`src/rtl/gsw_pkg.sv`:
```
package gsw_pkg;
    typedef enum logic [1:0] {
        ST_OFF   = 2'd0,
        ST_IDLE  = 2'd1,
        ST_STORE = 2'd2
    } store_state_e;
endpackage

```
`src/rtl/gsw_chan_filter.sv`:
```
module gsw_chan_filter #(
    parameter int WORD_W = 6
) (
    input  logic              clk,
    input  logic              rst_n,
    input  logic              enable,
    input  logic              frame_sync,
    input  logic              hit,
    input  logic [WORD_W-1:0] word,
    output logic              accept
);
    logic [WORD_W-1:0] prev_q;
    logic [WORD_W-1:0] last_q;
    logic              prev_ok_q;
    logic              got_cur_q;
    logic              pair_ok;

    // at a frame boundary the frame that just ended becomes "previous"
    assign pair_ok = frame_sync ? got_cur_q : prev_ok_q;
    assign accept  = enable && hit && pair_ok && (prev_q == word) && (word != last_q);

    always_ff @(posedge clk or negedge rst_n) begin
        if (!rst_n) begin
            prev_q    <= '0;
            last_q    <= '0;
            prev_ok_q <= 1'b0;
            got_cur_q <= 1'b0;
        end else if (!enable) begin
            prev_ok_q <= 1'b0;
            got_cur_q <= 1'b0;
        end else begin
            if (frame_sync) begin
                prev_ok_q <= got_cur_q;
                got_cur_q <= hit;
            end else if (hit) begin
                got_cur_q <= 1'b1;
            end
            if (hit)    prev_q <= word;
            if (accept) last_q <= word;
        end
    end
endmodule

```
`src/rtl/gsw_store_fsm.sv`:
```
module gsw_store_fsm
    import gsw_pkg::*;
#(
    parameter int CH_W   = 4,
    parameter int WORD_W = 6
) (
    input  logic              clk,
    input  logic              rst_n,
    input  logic              enable,
    input  logic              acc_any,
    input  logic [CH_W-1:0]   acc_chan,
    input  logic [WORD_W-1:0] acc_word,
    output logic              st_wr,
    output logic [CH_W-1:0]   st_chan,
    output logic [WORD_W-1:0] st_word
);
    store_state_e state_q, state_d;
    logic [CH_W-1:0]   chan_q;
    logic [WORD_W-1:0] word_q;

    always_comb begin
        state_d = state_q;
        unique case (state_q)
            ST_OFF:   if (enable) state_d = acc_any ? ST_STORE : ST_IDLE;
            ST_IDLE:  if (!enable) state_d = ST_OFF;
                      else if (acc_any) state_d = ST_STORE;
            ST_STORE: if (!enable) state_d = ST_OFF;
                      else state_d = acc_any ? ST_STORE : ST_IDLE;
            default:  state_d = ST_OFF;
        endcase
    end

    always_ff @(posedge clk or negedge rst_n) begin
        if (!rst_n) begin
            state_q <= ST_OFF;
            chan_q  <= '0;
            word_q  <= '0;
        end else begin
            state_q <= state_d;
            if (acc_any) begin
                chan_q <= acc_chan;
                word_q <= acc_word;
            end
        end
    end

    always_comb begin
        st_wr   = (state_q == ST_STORE);
        st_chan = chan_q;
        st_word = word_q;
    end

    AST_STORE_NEEDS_EN: assert property (@(posedge clk) disable iff (!rst_n)
        st_wr |-> $past(enable)) else $error("store without enable");
endmodule

```
`src/rtl/gsw_pend_reg.sv`:
```
module gsw_pend_reg #(
    parameter int NUM_CH = 16,
    parameter int CH_W   = 4
) (
    input  logic              clk,
    input  logic              rst_n,
    input  logic              st_wr,
    input  logic [CH_W-1:0]   st_chan,
    input  logic              clr_valid,
    input  logic [NUM_CH-1:0] clr_bits,
    input  logic [NUM_CH-1:0] irq_mask,
    output logic [NUM_CH-1:0] pending,
    output logic              irq
);
    logic [NUM_CH-1:0] set_vec;
    logic [NUM_CH-1:0] clr_vec;

    always_comb begin
        set_vec = '0;
        if (st_wr) set_vec[st_chan] = 1'b1;
        clr_vec = clr_valid ? clr_bits : '0;
    end

    always_ff @(posedge clk or negedge rst_n) begin
        if (!rst_n) pending <= '0;
        else        pending <= (pending & ~clr_vec) | set_vec;
    end

    assign irq = |(pending & ~irq_mask);

    AST_PEND_AFTER_STORE: assert property (@(posedge clk) disable iff (!rst_n)
        st_wr |=> pending[$past(st_chan)]) else $error("write left no pending");

    AST_IRQ_NEEDS_PEND: assert property (@(posedge clk) disable iff (!rst_n)
        irq |-> (pending != '0)) else $error("irq without pending");

    for (genvar g = 0; g < NUM_CH; g++) begin : g_pchk
        AST_PEND_CAUSE: assert property (@(posedge clk) disable iff (!rst_n)
            $rose(pending[g]) |-> $past(st_wr && (st_chan == CH_W'(g))))
            else $error("pending rose without write");
    end
endmodule

```
`src/rtl/gsw_monitor.sv`:
```
module gsw_monitor #(
    parameter int SLOT_W  = 5,
    parameter int WORD_W  = 6,
    parameter int NUM_MUX = 2
) (
    input  logic                                  clk,
    input  logic                                  rst_n,
    input  logic                                  enable,
    input  logic                                  frame_sync,
    input  logic                                  slot_valid,
    input  logic [SLOT_W-1:0]                     slot_idx,
    input  logic [$clog2(NUM_MUX)-1:0]            mux_sel,
    input  logic [WORD_W+1:0]                     slot_data,
    input  logic [NUM_MUX*(2**SLOT_W/4)-1:0]      irq_mask,
    input  logic                                  clr_valid,
    input  logic [NUM_MUX*(2**SLOT_W/4)-1:0]      clr_bits,
    output logic                                  st_wr,
    output logic [$clog2(NUM_MUX*(2**SLOT_W/4))-1:0] st_chan,
    output logic [WORD_W-1:0]                     st_word,
    output logic [NUM_MUX*(2**SLOT_W/4)-1:0]      pending,
    output logic                                  irq
);
    localparam int CH_PER_MUX = (2**SLOT_W) / 4;
    localparam int NUM_CH     = NUM_MUX * CH_PER_MUX;
    localparam int CH_W       = $clog2(NUM_CH);

    logic [WORD_W-1:0] rx_word;
    logic              unused_low_bits;
    logic              slot_hit;
    logic [CH_W-1:0]   slot_chan;
    logic [NUM_CH-1:0] hit_vec;
    logic [NUM_CH-1:0] accept_vec;
    logic              acc_any;
    logic [CH_W-1:0]   acc_chan;

    assign rx_word         = slot_data[WORD_W+1:2];
    assign unused_low_bits = ^slot_data[1:0];
    assign slot_hit        = slot_valid && (slot_idx[1:0] == 2'b11);
    assign slot_chan       = {mux_sel, slot_idx[SLOT_W-1:2]};

    always_comb begin
        hit_vec = '0;
        if (slot_hit) hit_vec[slot_chan] = 1'b1;
    end

    for (genvar c = 0; c < NUM_CH; c++) begin : g_ch
        gsw_chan_filter #(.WORD_W(WORD_W)) u_filt (
            .clk       (clk),
            .rst_n     (rst_n),
            .enable    (enable),
            .frame_sync(frame_sync),
            .hit       (hit_vec[c]),
            .word      (rx_word),
            .accept    (accept_vec[c])
        );
    end

    always_comb begin
        acc_chan = '0;
        for (int i = 0; i < NUM_CH; i++)
            if (accept_vec[i]) acc_chan = CH_W'(i);
    end
    assign acc_any = |accept_vec;

    gsw_store_fsm #(.CH_W(CH_W), .WORD_W(WORD_W)) u_fsm (
        .clk     (clk),
        .rst_n   (rst_n),
        .enable  (enable),
        .acc_any (acc_any),
        .acc_chan(acc_chan),
        .acc_word(rx_word),
        .st_wr   (st_wr),
        .st_chan (st_chan),
        .st_word (st_word)
    );

    gsw_pend_reg #(.NUM_CH(NUM_CH), .CH_W(CH_W)) u_pend (
        .clk      (clk),
        .rst_n    (rst_n),
        .st_wr    (st_wr),
        .st_chan  (st_chan),
        .clr_valid(clr_valid),
        .clr_bits (clr_bits),
        .irq_mask (irq_mask),
        .pending  (pending),
        .irq      (irq)
    );

    AST_ONE_ACCEPT: assert property (@(posedge clk) disable iff (!rst_n)
        $onehot0(accept_vec)) else $error("two channels accepted at once");
endmodule

```
`config.mk`:
```
export PLATFORM = sky130hd
export DESIGN_NAME = gsw_monitor
export DESIGN_NICKNAME = d
export VERILOG_FILES = /design/src/rtl/gsw_pkg.sv /design/src/rtl/gsw_chan_filter.sv /design/src/rtl/gsw_store_fsm.sv /design/src/rtl/gsw_pend_reg.sv /design/src/rtl/gsw_monitor.sv
export SDC_FILE = /design/constraint.sdc
export NUM_CORES = 1
export LEC_CHECK = 0
export ABC_AREA = 0
export BUFFER_PORTS_ARGS = -buffer_cell sky130_fd_sc_hd__buf_2
export CELL_PAD_IN_SITES_DETAIL_PLACEMENT = 1
export CELL_PAD_IN_SITES_GLOBAL_PLACEMENT = 1
export CORE_MARGIN = 5
export CORE_UTILIZATION = 54
export CTS_BUF_LIST = sky130_fd_sc_hd__clkbuf_2
export CTS_CLUSTER_DIAMETER = 80
export CTS_CLUSTER_SIZE = 12
export DETAILED_ROUTE_END_ITERATION = 8
export GPL_ROUTABILITY_DRIVEN = 1
export HOLD_SLACK_MARGIN = 0.15
export PLACE_DENSITY = 0.92
export SLEW_MARGIN = 15
export SYNTH_ARGS = -nofsm -noshare
export SYNTH_HDL_FRONTEND = slang
export SYNTH_HIERARCHICAL = 1
export SYNTH_SLANG_ARGS = --single-unit
export TNS_END_PERCENT = 30
```
`constraint.sdc`:
```
create_clock -name clk -period 3.3 [get_ports clk]
set_input_delay 0.165 -clock clk [delete_from_list [all_inputs] [get_ports clk]]
set_output_delay 0.165 -clock clk [all_outputs]
set_load 0.01 [all_outputs]
```
-- Yosys cells after proc, flatten, opt, wreduce, memory -nomap -nowiden
Index checks and enable logic that the tools add are counted.
- register bits: 252
- output and inout bits: 28
- word-level logic and storage cells: 341
- magnitude comparators: 4
- equal/unequal tests: 53
- muxes and demuxes: 108
- bitwise operators: 5
- reductions and logical operators: 103
- operators by type and width (kind ; count):
    6-bit == test ; 16
    6-bit != test ; 16
    1-bit 2-to-1 mux ; 83
    1-bit logical AND ; 67
    2-bit AND reduction ; 33
    4-bit 2-to-1 mux ; 14
    16-bit 2-to-1 mux ; 3
    3-bit by 1-bit != test with 1-bit output (second input constant) ; 16
    16-bit bitwise AND ; 2
    16-bit NOT ; 2
    16-bit OR reduction ; 2
    16-bit bitwise OR ; 1
    4-bit by 5-bit < comparator with 1-bit output (second input constant) ; 2
    2-bit 2-to-1 mux ; 5
    1-bit demux with 4-bit select ; 2
    4-bit by 1-bit >= comparator with 1-bit output (second input constant) ; 2
    2-bit one-hot mux with 3 select lines ; 1
    2-bit == test (second input constant) ; 2
    3-bit by 2-bit != test with 1-bit output (second input constant) ; 1
    2-bit by 1-bit == test with 1-bit output (second input constant) ; 1
    2-bit logical NOT ; 1
    2-bit != test (second input constant) ; 1

-- Logic depth before layout (Yosys ltp)
Gate-level depths: netlist of run 1.
- depth after elaboration: 24
- mapped depth: 13
- depth with buffers taken out: 12

-- Hierarchy
Netlist of run 1, hierarchy kept.
- by module, submodules not included (module ; times used ; cells each ; area each (um^2) ; sequential area each (um^2)):
    gsw_chan_filter ; 16 ; 52 ; 719.4 ; 350.3
    gsw_pend_reg ; 1 ; 94 ; 823.3 ; 400.4
    gsw_store_fsm ; 1 ; 28 ; 480.5 ; 300.3
    gsw_monitor ; 1 ; 53 ; 279.0 ; 0.0

-- Worst setup path after synthesis of run 1
Ideal clock, no wire load.
- kind: input to register
- start point: input slot_idx[0]
- end point: register u_fsm.chan_q[0] (netlist: u_fsm/st_chan[0])
- library setup time: 0.125 ns
- arrival time: 2.206 ns
- setup slack: 0.968 ns
- cell stages on the path: 11
- cell sequence: and3_1 -> nand2_1 -> nor3_1 -> nand2_2 -> nor4_1 -> nand3_1 -> a31oi_1 -> or3b_1 -> a311oi_1 -> a31oi_1 -> mux2_4
- elaborated cells on any way between the ends: 83
- those cells by class: 1 x eq/ne; 16 x mux; 66 x reduce/logical
- RTL lines (element ; line ; text):
    start, declared ; gsw_monitor.sv:11 ; input logic [SLOT_W-1:0] slot_idx,
    2-bit == test ; gsw_monitor.sv:38 ; assign slot_hit = slot_valid && (slot_idx[1:0] == 2'b11);
    1-bit logical AND ; gsw_monitor.sv:38 ;
    16-bit 2-to-1 mux ; gsw_monitor.sv:43 ; if (slot_hit) hit_vec[slot_chan] = 1'b1;
    named net hit_vec[8] ; gsw_monitor.sv:31 ; logic [NUM_CH-1:0] hit_vec;
    1-bit logical AND (4 in a row) ; gsw_chan_filter.sv:20 ; assign accept = enable && hit && pair_ok && (prev_q == word) && (word != last_q);
    named net accept_vec[8] ; gsw_monitor.sv:32 ; logic [NUM_CH-1:0] accept_vec;
    4-bit 2-to-1 mux (8 in a row) ; gsw_monitor.sv:61 ; if (accept_vec[i]) acc_chan = CH_W'(i);
    named net acc_chan[0] ; gsw_monitor.sv:34 ; logic [CH_W-1:0] acc_chan;
    end signal, assigned ; gsw_store_fsm.sv:41 ; chan_q <= acc_chan;
    end, declared ; gsw_store_fsm.sv:18 ; logic [CH_W-1:0] chan_q;
The timed path passes the listed nets, and every way through them passes these cells.
A chain may end at the register's enable or synchronous reset.

-- Worst setup path in the final report of run 1
- start point: input slot_idx[1]
- end point: register u_fsm.word_q[1] (netlist: u_fsm/st_word[1])
- word-level cells in the longest chain between the ends: 8
- elaborated cells on any way between the ends: 68
- those cells by class: 1 x eq/ne; 1 x mux; 66 x reduce/logical
- RTL lines (element ; line ; text):
    2-bit == test ; gsw_monitor.sv:38 ;
    1-bit logical AND ; gsw_monitor.sv:38 ;
    16-bit 2-to-1 mux ; gsw_monitor.sv:43 ;
    named net hit_vec[10] ; gsw_monitor.sv:31 ;
    1-bit logical AND (4 in a row) ; gsw_chan_filter.sv:20 ;
    named net accept_vec[10] ; gsw_monitor.sv:32 ;
    16-bit OR reduction ; gsw_monitor.sv:63 ; assign acc_any = |accept_vec;
    named net acc_any ; gsw_monitor.sv:33 ; logic acc_any;
    end signal, assigned ; gsw_store_fsm.sv:42 ; word_q <= acc_word;
    end, declared ; gsw_store_fsm.sv:19 ; logic [WORD_W-1:0] word_q;
The timed path passes the listed nets, and every way through them passes these cells.

==> impl_metrics.py, run 1 <==
metrics = {
    "run_status": {
        "status": "completed",
    },
    "min_path": {
        "whs_path_depth": 5,
        "worst_hold_path_type": "input port to flip-flop",
        "min_to": "g_ch[14].u_filt/got_cur_q",
        "worstHoldStart": "slot_idx[0]",
    },
    "logic_synthesis": {
        "ys_warn_count": 6,
        "seq_area_frac_synth_pct": 48.16,
        "synth_top_cell_by_area": "dfrtp_1",
        "synth-seq-cells": 252,
        "synthTopCellsByArea": "dfrtp_1 48%, mux2_4 12%, xor2_1 11%",
        "synthArstFlopShare_pct": 100.0,
        "avgSynthCellArea_um2": 13.00,
        "synth_ff_type": "dfrtp_1",
        "synthDistinctLibCells": 43,
        "synth_cells": 1007,
        "synthesis.area_um2": 13090,
        "synth-edff-count": 0,
        "syn-num-nets": 1059,
        "synth_top_area_share_pct": 48.16,
    },
    "global_route": {
        "track_usage_pct": 25.01,
        "grt_pass1_vias": 10360,
        "grt_pass1_wl_mm": 56.68,
        "grt.overflow.total": 0,
        "grt_max_degree": 119,
        "antenna_found_initial": 2,
    },
    "power": {
        "peakVddDrop_uv": 238.0,
        "cellPowerDensity_nw_per_um2": 341.6,
        "p_leak_nw": 7.691,
        "totalPowerFinal_mw": 5.219,
    },
    "detailed_routing": {
        "firstDrtPassIters": 4,
        "avgViaCountPerCell": 5.708,
        "wl_mm": 35.24,
        "wl_per_cell_um": 22.84,
        "drtIter0Drc": 453,
        "drcViolationCount": 0,
        "vias": 8807,
        "antenna_left": 0,
    },
    "setup_path": {
        "regToRegEndpoint": "u_fsm/st_word[3]",
        "endpoint_kind": "flip-flop",
        "required_ns": 4.04,
        "arrival_ns": 3.98,
        "start_kind": "input port",
        "regToRegStartpoint": "g_ch[10].u_filt/last_q[2]",
        "ff2ff_path_depth": 8,
        "cp_max_fo": 12,
        "r2r_slack_ns": 0.61,
        "critPathKind": "input port to flip-flop",
    },
    "sta": {
        "finalSetupViolCount": 0,
        "whs_ns": 0.2774,
        "worst_pin_slew_ns": 0.9491,
        "maxClockFrequency_ghz": 0.3082,
        "fin_crit_sh_pct": 98.31,
        "maxSlewHeadroom_pct": 36.73,
        "tns_ns": 0,
        "min_period_ns": 3.244,
        "hold_violations": 0,
        "slew_viol_final": 0,
        "clock_skew_ns": 0.09044,
    },
    "placement": {
        "routabilityCongestion": 0.8242,
        "io_buffer_count": 77,
        "dpl.hpwl_mm": 22.18,
    },
    "clocking": {
        "htree_levels": 1,
        "post_cts_buffers": 0,
        "cts_made_buffers": 24,
        "cts_root_buf": "clkbuf_2",
        "path_clk_slew_ns": 0.24,
        "tritoncts": "built",
        "clock_latency_ns": 0.85,
        "cts_sinks": 252,
        "cts_buffer_depth": 3,
    },
    "floorplanning": {
        "dieArea_um2": 27460,
        "rows": 57,
        "top_level_ports": 80,
        "core_area_um2": 24110,
        "start_util_pct": 54.32,
        "die_h_um": 165.7,
        "die_w_um": 165.7,
    },
    "flow_run": {
        "maxCapViolations": 0,
    },
    "finish": {
        "final_nets": 1270,
        "area_growth_pct": 16.68,
        "drive_gt1_share_pct": 37.22,
    },
}
-- worst max-delay path, cell delays in order --
cell	delay, ns
dlygate4sd3_1	0.53
buf_2	0.11
and3_1	0.19
dlygate4sd3_1	0.58
nand2_1	0.19
nor2_2	0.24
nand2_2	0.18
nor4_1	0.33
nand3_1	0.18
a31oi_2	0.31
nor4_1	0.11
nand2_1	0.10
nand4b_1	0.12
buf_4	0.28
mux2_2	0.37
-- cell type report --
type | instances | area (µm²)
Fill cell | 2389 | 8827
Multi-Input combinational cell | 745 | 6834
Inverter | 7 | 26.28
Sequential cell | 252 | 6306
Clock buffer | 25 | 125.1
Antenna cell | 2 | 5.005
Tap cell | 324 | 405.4
Timing Repair Buffer | 188 | 1577
-- flip-flops by register name, indices dropped and copies added, names as in the netlist --
| register | cells |
|---|---|
| g_ch.u_filt/last_q | 96 |
| g_ch.u_filt/prev_q | 96 |
| g_ch.u_filt/got_cur_q | 16 |
| g_ch.u_filt/prev_ok_q | 16 |
| u_pend/pending | 16 |
| u_fsm/st_word | 6 |
| u_fsm/st_chan | 4 |
| u_fsm/state_q | 2 |
-- report_power, final --
| group | switching [mW] | internal, mW |
|---|---|---|
| sequential | 0.0688 | 3.19 |
| combinational | 0.464 | 0.320 |
| clock | 0.979 | 0.197 |
| total | 1.51 | 3.71 |
-- cells in the final DEF (no fill, tap or decap), drive strengths merged, types with 5 or more instances in the layout --
| cell type | Yosys | routed |
|---|---|---|
| nor3 | 5 | 5 |
| mux2i | 16 | 16 |
| nand3 | 20 | 20 |
| mux2 | 202 | 202 |
| o21ai | 10 | 10 |
| o21a | 16 | 16 |
| buf | 3 | 114 |
| nand2 | 53 | 53 |
| nand2b | 7 | 7 |
| clkbuf | 0 | 25 |
| a31oi | 17 | 17 |
| dfrtp | 252 | 252 |
| xnor2 | 32 | 32 |
| nor4 | 35 | 35 |
| nand4 | 17 | 17 |
| nor2 | 85 | 85 |
| inv | 6 | 6 |
| xor2 | 160 | 160 |
| dlygate4sd3 | 0 | 74 |
| nor2b | 46 | 46 |
-- logic make-up after synthesis --
kind of cell    count (synthesis)  share of synthesized area, %
flops                         252                         48.16
compound gates                 60                         3.287
simple gates                  275                         13.77
buf+inv                        10                        0.3631
xor+xnor                      192                         12.84
mux                           218                         21.58
-- worst max path at each step --
stage           startpoint                to  slack [ns]  cells past startpoint
2_1_floorplan  slot_idx[0]  u_fsm/st_chan[0]        0.97                     11
3_3_place_gp    slot_valid  u_fsm/st_chan[0]        0.30                     12
3_5_place_dp   slot_idx[0]  u_fsm/st_word[1]        0.11                     13
4_1_cts            mux_sel  u_fsm/st_word[3]        0.03                     14
5_1_grt            mux_sel  u_fsm/st_word[3]       -0.03                     14
6_report       slot_idx[1]  u_fsm/st_word[1]        0.06                     15
-- layer usage --
| metal | global-route usage [%] | vias up | share of wire, % |
|---|---|---|---|
| met3 | 3.170 | 76 | 3.6 |
| li1 | - | 3943 | - |
| met5 | 0 | - | 0 |
| met1 | 30.86 | 4584 | 41 |
| met4 | 7.389 | 0 | 2.8 |
| met2 | 45.92 | 204 | 53 |
-- per-stage QoR --
stage	cell area, µm²	cells	utilization [%]	setup WS [ns]
3_3_place_gp	14310	1442	59.38	0.3019
2_1_floorplan	13090	1007	-	0.9684
4_1_cts	15180	1541	62.97	0.03125
6_report	15280	1543	63.38	0.05572
3_5_place_dp	14310	1442	59.38	0.1131
5_1_grt	15280	1543	63.38	-0.02524
-- Yosys cell counts, types with 2 or more instances --
cell       number
xor2_1        160
nand3_1        20
o21a_1         16
nor2_2         64
dfrtp_1       252
a32o_1          2
o21ai_1         9
mux2_2         98
a2111oi_1       3
nor2_1         21
nand2_2        16
xnor2_1        32
a31oi_1        17
nor3_1          5
mux2_4        104
nor4_1         35
o31ai_1         4
nand2b_1        7
nand2_1        37
inv_1           6
and3_1          2
mux2i_1        16
nor2b_1        45
buf_2           2
nand4_4        16
-- what timing repair did --
| action | in CTS | in global routing |
|---|---|---|
| gates resized for setup | 0 | 15 |
| hold buffers | 74 | 0 |
| setup endpoints to repair | 0 | 11 |
| endpoints found under the hold margin | 490 | 0 |
(Power assumes the default switching activity.)
==> inputs of run 2 (changes only) <==
--- a/config.mk
+++ b/config.mk
@@ -9,7 +9,6 @@
 export BUFFER_PORTS_ARGS = -buffer_cell sky130_fd_sc_hd__buf_2
 export CELL_PAD_IN_SITES_DETAIL_PLACEMENT = 1
 export CELL_PAD_IN_SITES_GLOBAL_PLACEMENT = 1
-export CORE_MARGIN = 5
 export CORE_UTILIZATION = 54
 export CTS_BUF_LIST = sky130_fd_sc_hd__clkbuf_2
 export CTS_CLUSTER_DIAMETER = 80
==> run 2 against run 1 <==
Against the previous run:
- clock power hardly changed
- global-route usage is 6.1 points higher
- register-to-register slack worse by 0.16 ns
- count of clock-buffer cells in the layout stayed put
- sequential cell count stayed put
- fmax is 0.65% higher
- first-iteration DRC count is 18% lower
- largest cell class unchanged
- wire length is 4.7% higher
- core utilization is 1.1 points higher
- critical endpoint is now u_fsm/st_word[0]
- final area is 0.36% lower
- total power is 0.36% higher
- cell count hardly changed
==> impl_metrics.py, run 2 (synthesis gave the netlist of run 1 again) <==
metrics = {
    "run_status": {
        "status": "completed",
    },
    "finish": {
        "final_area_um2": 15220,
        "final_common_cell": "dfrtp_1",
        "utilization_pct": 64.47,
        "drive_gt1_share_pct": 36.86,
        "top_regs": "g_ch.u_filt/last_q: 96 flops, g_ch.u_filt/prev_q: 96 flops",
        "final_cell_mix": "252 x dfrtp_1, 160 x xor2_1, 104 x mux2_4",
        "area_growth_pct": 16.26,
        "stdcell_count": 1542,
        "final_nets": 1274,
    },
    "sta": {
        "slew_viol_final": 0,
        "hold_violations": 0,
        "finalSetupViolCount": 0,
        "min_period_ns": 3.223,
        "maxSlewHeadroom_pct": 47.62,
        "worst_pin_slew_ns": 0.7837,
        "clock_skew_ns": 0.06378,
        "fin_crit_sh_pct": 97.68,
        "tns_ns": 0,
        "maxClockFrequency_ghz": 0.3102,
    },
    "setup_path": {
        "regToRegStartpoint": "g_ch[9].u_filt/last_q[1]",
        "startpoint": "mux_sel",
        "required_ns": 4.04,
        "cp_max_fo": 12,
        "start_kind": "input port",
        "critPathKind": "input port to flip-flop",
        "endpoint_kind": "flip-flop",
        "arrival_ns": 3.97,
    },
    "global_route": {
        "track_usage_pct": 31.10,
        "grt.overflow.total": 0,
        "grt_pass1_wl_mm": 58.77,
        "antenna_found_initial": 2,
        "grt_pass1_vias": 10320,
        "grt_max_degree": 85,
    },
    "placement": {
        "io_buffer_count": 77,
        "dpl.hpwl_mm": 22.65,
        "placed_cells": 1440,
        "routabilityCongestion": 0.7898,
        "placed_cell_area_um2": 14280,
    },
    "detailed_routing": {
        "wl_per_cell_um": 23.92,
        "vias": 8964,
        "drtIter0Drc": 371,
        "drcViolationCount": 0,
        "antenna_left": 0,
        "wl_mm": 36.89,
        "firstDrtPassIters": 5,
        "avgViaCountPerCell": 5.813,
    },
    "power": {
        "cellPowerDensity_nw_per_um2": 344.0,
        "totalPowerFinal_mw": 5.237,
        "p_leak_nw": 7.694,
        "peakVddDrop_uv": 296.8,
    },
    "floorplanning": {
        "dieArea_um2": 24870,
        "top_level_ports": 80,
        "start_util_pct": 55.45,
        "core_area_um2": 23610,
        "die_w_um": 157.7,
        "die_h_um": 157.7,
        "rows": 56,
    },
    "clocking": {
        "clock_latency_ns": 0.86,
        "cts_root_buf": "clkbuf_2",
        "path_clk_slew_ns": 0.21,
        "cts_sinks": 252,
        "tritoncts": "built",
        "cts_made_buffers": 24,
        "htree_levels": 1,
        "cts_buffer_depth": 3,
        "post_cts_buffers": 0,
    },
    "min_path": {
        "worstHoldStart": "slot_data[5]",
        "worst_hold_path_type": "input port to flip-flop",
    },
    "flow_run": {
        "maxCapViolations": 0,
    },
}
run 2: changes by cell type in the layout (fill, tap and decap cells not counted), sizes merged:
cell  delta
buf      +4
run 2: cell type report:
type                       instances  area [µm²]
fill                            2321        8389
inverter                           7       26.28
antenna                            2       5.005
tap                              319       399.1
clock buffer                      25       125.1
timing repair buffer             192        1580
sequential                       252        6306
multi-input combinational        745        6782
run 2: stage by stage:
step | setup WS, ns | hold WS (ns)
detailed placement | 0.1349 | 0.1787
finish | 0.07663 | 0.2932
floorplan | 0.9684 | -0.1306
CTS | 0.1149 | 0.1691
global placement | 0.3020 | 0.1692
global route | -0.006210 | 0.2024
run 2: final timing paths:
path / slack (ns) / end / depth (start not counted)
setup / recovery: 0.08 / u_fsm/st_word[0] / 15
min in group asynchronous: 0.47 / u_pend/pending[12] / 4
hold reg to reg: 0.54 / u_fsm/state_q[1] / 1
setup reg to reg: 0.45 / u_fsm/st_word[4] / 8
max in group asynchronous: 2.34 / g_ch[4].u_filt/prev_q[0] / 4
hold / removal: 0.29 / g_ch[1].u_filt/last_q[3] / 3
run 2: worst max-delay path, cell delays in order:
cell and delay [ns]:
buf_2 0.08, dlygate4sd3_1 0.53, and3_1 0.14, dlygate4sd3_1 0.57
nand2_1 0.20, nor3_2 0.28, nand2_2 0.22, nor4_1 0.32
nand3_1 0.17, a31oi_1 0.30, nor4_1 0.15, nand2_1 0.13
nand4b_1 0.14, buf_6 0.21, mux2_2 0.36
run 2: routing by layer:
| layer | share of wire (%) | vias up | global-route usage (%) |
|---|---|---|---|
| met4 | 4.6 | 0 | 14.56 |
| li1 | - | 3944 | - |
| met5 | 0 | - | 0 |
| met2 | 50 | 284 | 53.74 |
| met1 | 40 | 4620 | 37.46 |
| met3 | 4.9 | 116 | 5.886 |
run 2: power by group:
group,total (mW),leakage (nW),switching (mW),internal [mW]
clock network,1.19,0.104,0.991,0.197
registers,3.26,3.48,0.0718,3.19
logic,0.788,4.11,0.468,0.320
total,5.24,7.69,1.53,3.71
run 2: what timing repair did:
item | in CTS | in global routing
hold buffers | 75 | 0
hold endpoints to repair | 492 | 0
resized for setup | 0 | 8
setup endpoints to repair | 0 | 11
==> inputs of run 3 (changes only) <==
--- a/config.mk
+++ b/config.mk
@@ -9,14 +9,14 @@
 export BUFFER_PORTS_ARGS = -buffer_cell sky130_fd_sc_hd__buf_2
 export CELL_PAD_IN_SITES_DETAIL_PLACEMENT = 1
 export CELL_PAD_IN_SITES_GLOBAL_PLACEMENT = 1
-export CORE_UTILIZATION = 54
+export CORE_UTILIZATION = 47
 export CTS_BUF_LIST = sky130_fd_sc_hd__clkbuf_2
 export CTS_CLUSTER_DIAMETER = 80
 export CTS_CLUSTER_SIZE = 12
 export DETAILED_ROUTE_END_ITERATION = 8
 export GPL_ROUTABILITY_DRIVEN = 1
 export HOLD_SLACK_MARGIN = 0.15
-export PLACE_DENSITY = 0.92
+export PLACE_DENSITY = 0.85
 export SLEW_MARGIN = 15
 export SYNTH_ARGS = -nofsm -noshare
 export SYNTH_HDL_FRONTEND = slang
==> constraint.sdc (replaced) <==
create_clock -name clk -period 2.85 [get_ports clk]
set_input_delay 0.1425 -clock clk [delete_from_list [all_inputs] [get_ports clk]]
set_output_delay 0.1425 -clock clk [all_outputs]
set_load 0.01 [all_outputs]
==> run 3 against run 2 <==
Against the previous run:
- sequential power is 16% higher
- critical path depth is 1 lower
- register-to-register slack worse by 0.33 ns
- combinational power is 16% higher
- count of clock-buffer cells in the layout stayed put
- sequential share of layout area is 1.2 points lower
- clock skew is 0.0062 ns higher
- die area is 15% higher
- non-clock buffer count is 36 higher
- critical path type unchanged
- critical endpoint unchanged
- largest cell class unchanged
- highest routed layer unchanged
==> impl_metrics.py, run 3 (synthesis gave the netlist of run 1 again) <==
metrics = {
    "power": {
        "swShare_pct": 28.59,
        "power_frac_seq_pct": 62.4,
        "p_comb_share_pct": 15.1,
        "cellPowerDensity_nw_per_um2": 385.7,
        "pwr-share-clk_pct": 22.5,
        "p_leak_nw": 7.908,
        "peakVddDrop_uv": 244.6,
        "power.net_switching_mw": 1.728,
        "p_int_mw": 4.318,
    },
    "placement": {
        "io_buffer_count": 77,
        "dpl.hpwl_mm": 22.08,
        "routabilityCongestion": 0.7464,
    },
    "setup_path": {
        "crit_slowest_cell": "dlygate4sd3_1",
        "cpPeakStageDelay_ns": 0.64,
        "start_kind": "input port",
        "path_cells": "dlygate4sd3_1 > buf_2 > nand3_1 > dlygate4sd3_1 > nor2_1 > nand2_2 > nor4_1 > nand3_1 > a31oi_1 > nor4_2 > nand2_1 > nand4b_1 > buf_12 > mux2_2",
        "regToRegStartpoint": "g_ch[12].u_filt/last_q[2]",
        "required_ns": 3.58,
        "endpoint_kind": "flip-flop",
        "cp_max_fo": 12,
        "arrival_ns": 3.55,
        "critPathKind": "input port to flip-flop",
        "startpoint": "slot_idx[4]",
    },
    "flow_run": {
        "maxCapViolations": 0,
    },
    "floorplanning": {
        "rows": 60,
        "core_area_um2": 27180,
        "die_h_um": 168.9,
        "start_util_pct": 48.18,
        "dieArea_um2": 28530,
        "top_level_ports": 80,
        "die_w_um": 168.9,
    },
    "sta": {
        "fin_crit_sh_pct": 98.94,
        "tns_ns": 0,
        "slew_viol_final": 0,
        "worst_pin_slew_ns": 0.6046,
        "finalSetupViolCount": 0,
        "clock_skew_ns": 0.07001,
        "maxClockFrequency_ghz": 0.3546,
        "whs_ns": 0.2885,
        "hold_violations": 0,
        "maxSlewHeadroom_pct": 59.59,
        "min_period_ns": 2.820,
    },
    "clocking": {
        "path_clk_slew_ns": 0.23,
        "cts_made_buffers": 24,
        "tritoncts": "built",
        "htree_levels": 1,
        "cts_sinks": 252,
        "clock_latency_ns": 0.86,
        "cts_root_buf": "clkbuf_2",
        "cts_buffer_depth": 3,
    },
    "detailed_routing": {
        "avgViaCountPerCell": 5.384,
        "wl_per_cell_um": 20.36,
        "vias": 8776,
        "drtIter0Drc": 445,
        "wl_mm": 33.19,
        "firstDrtPassIters": 4,
        "drcViolationCount": 0,
        "antenna_left": 0,
    },
    "finish": {
        "drive_gt1_share_pct": 38.98,
        "multi_input_area_um2": 6807,
        "final_cell_mix": "252 x dfrtp_1, 160 x xor2_1, 104 x mux2_4",
        "seq_area_um2": 6306,
        "area_growth_pct": 19.74,
        "final_common_cell": "dfrtp_1",
        "final_nets": 1310,
        "top_regs": "g_ch.u_filt/last_q: 96 flops, g_ch.u_filt/prev_q: 96 flops",
        "fillers": 2763,
    },
    "global_route": {
        "antenna_found_initial": 1,
        "grt_pass1_wl_mm": 55.17,
        "grt_pass1_vias": 10070,
        "grt_max_degree": 74,
        "track_usage_pct": 24.33,
        "grt.overflow.total": 0,
    },
    "run_status": {
        "status": "completed",
    },
    "min_path": {
        "worstHoldStart": "slot_data[7]",
        "worst_hold_path_type": "input port to flip-flop",
    },
}
[run 3: cell count changes in the layout (fill, tap and decap cells not counted), sizes merged]
cell   previous run  this run
buf             118       154
diode             2         1
[run 3: worst paths after layout]
| path | endpoint | slack, ns | cells past startpoint |
|---|---|---|---|
| setup / recovery | u_fsm/st_word[0] | 0.03 | 14 |
| hold / removal | g_ch[7].u_filt/last_q[5] | 0.29 | 4 |
| setup reg to reg | u_fsm/st_word[4] | 0.12 | 8 |
| hold reg to reg | u_fsm/state_q[1] | 0.49 | 1 |
| max in group asynchronous | g_ch[10].u_filt/prev_q[5] | 2.01 | 4 |
| min in group asynchronous | g_ch[15].u_filt/got_cur_q | 0.42 | 4 |
[run 3: cell type report]
cell class              instances  share of cell area [%]
diodes                          1                 0.01596
clock buffers                  25                  0.7980
inverters                       7                  0.1676
multi-input cells             745                   43.41
flip-flops and latches        252                   40.22
well taps                     372                   2.969
repair buffers                228                   12.42
[run 3: power by group through the flow]
stage / sequential [mW] / clock (mW) / combinational [mW]
after global placement: 3.82 / 0 / 0.789
after detailed placement: 3.84 / 0 / 0.831
after CTS: 3.77 / 1.44 / 0.913
after global routing: 3.79 / 1.54 / 0.999
final: 3.77 / 1.36 / 0.915
after floorplan: 3.81 / 0 / 0.414
[run 3: timing repair]
action,in CTS,in global routing
buffers inserted,0,1
hold buffers,76,0
setup endpoints to repair,0,12
resized for setup,0,13
endpoints found under the hold margin,497,0
[run 3: through the flow]
| step | utilization, % | instance area, µm² | instances | setup slack [ns] | total power, mW |
|---|---|---|---|---|---|
| 5_1_grt | 57.69 | 15680 | 1630 | -0.05660 | 6.330 |
| 3_3_place_gp | 54.13 | 14710 | 1528 | 0.1152 | 4.611 |
| 3_5_place_dp | 54.13 | 14710 | 1528 | -0.06364 | 4.666 |
| 6_report | 57.69 | 15680 | 1630 | 0.03031 | 6.047 |
| 4_1_cts | 57.45 | 15610 | 1629 | 0.04117 | 6.122 |
| 2_1_floorplan | - | 13090 | 1007 | 0.5409 | 4.229 |
[run 3: critical path: cells and delay by family]
kind	cells	cell delay, ns
AOI/OAI and AO/OA	1	0.33
buffers and inverters	4	1.46
and+or+nand+nor	8	1.27
muxes	1	0.33
[run 3: routing by layer]
layer	wire length, µm	up-vias	track usage, %
met5	0	-	0
met4	837	0	6.482
met3	1003	60	2.782
met2	17130	157	44.00
met1	14220	4519	30.73
li1	-	4040	-
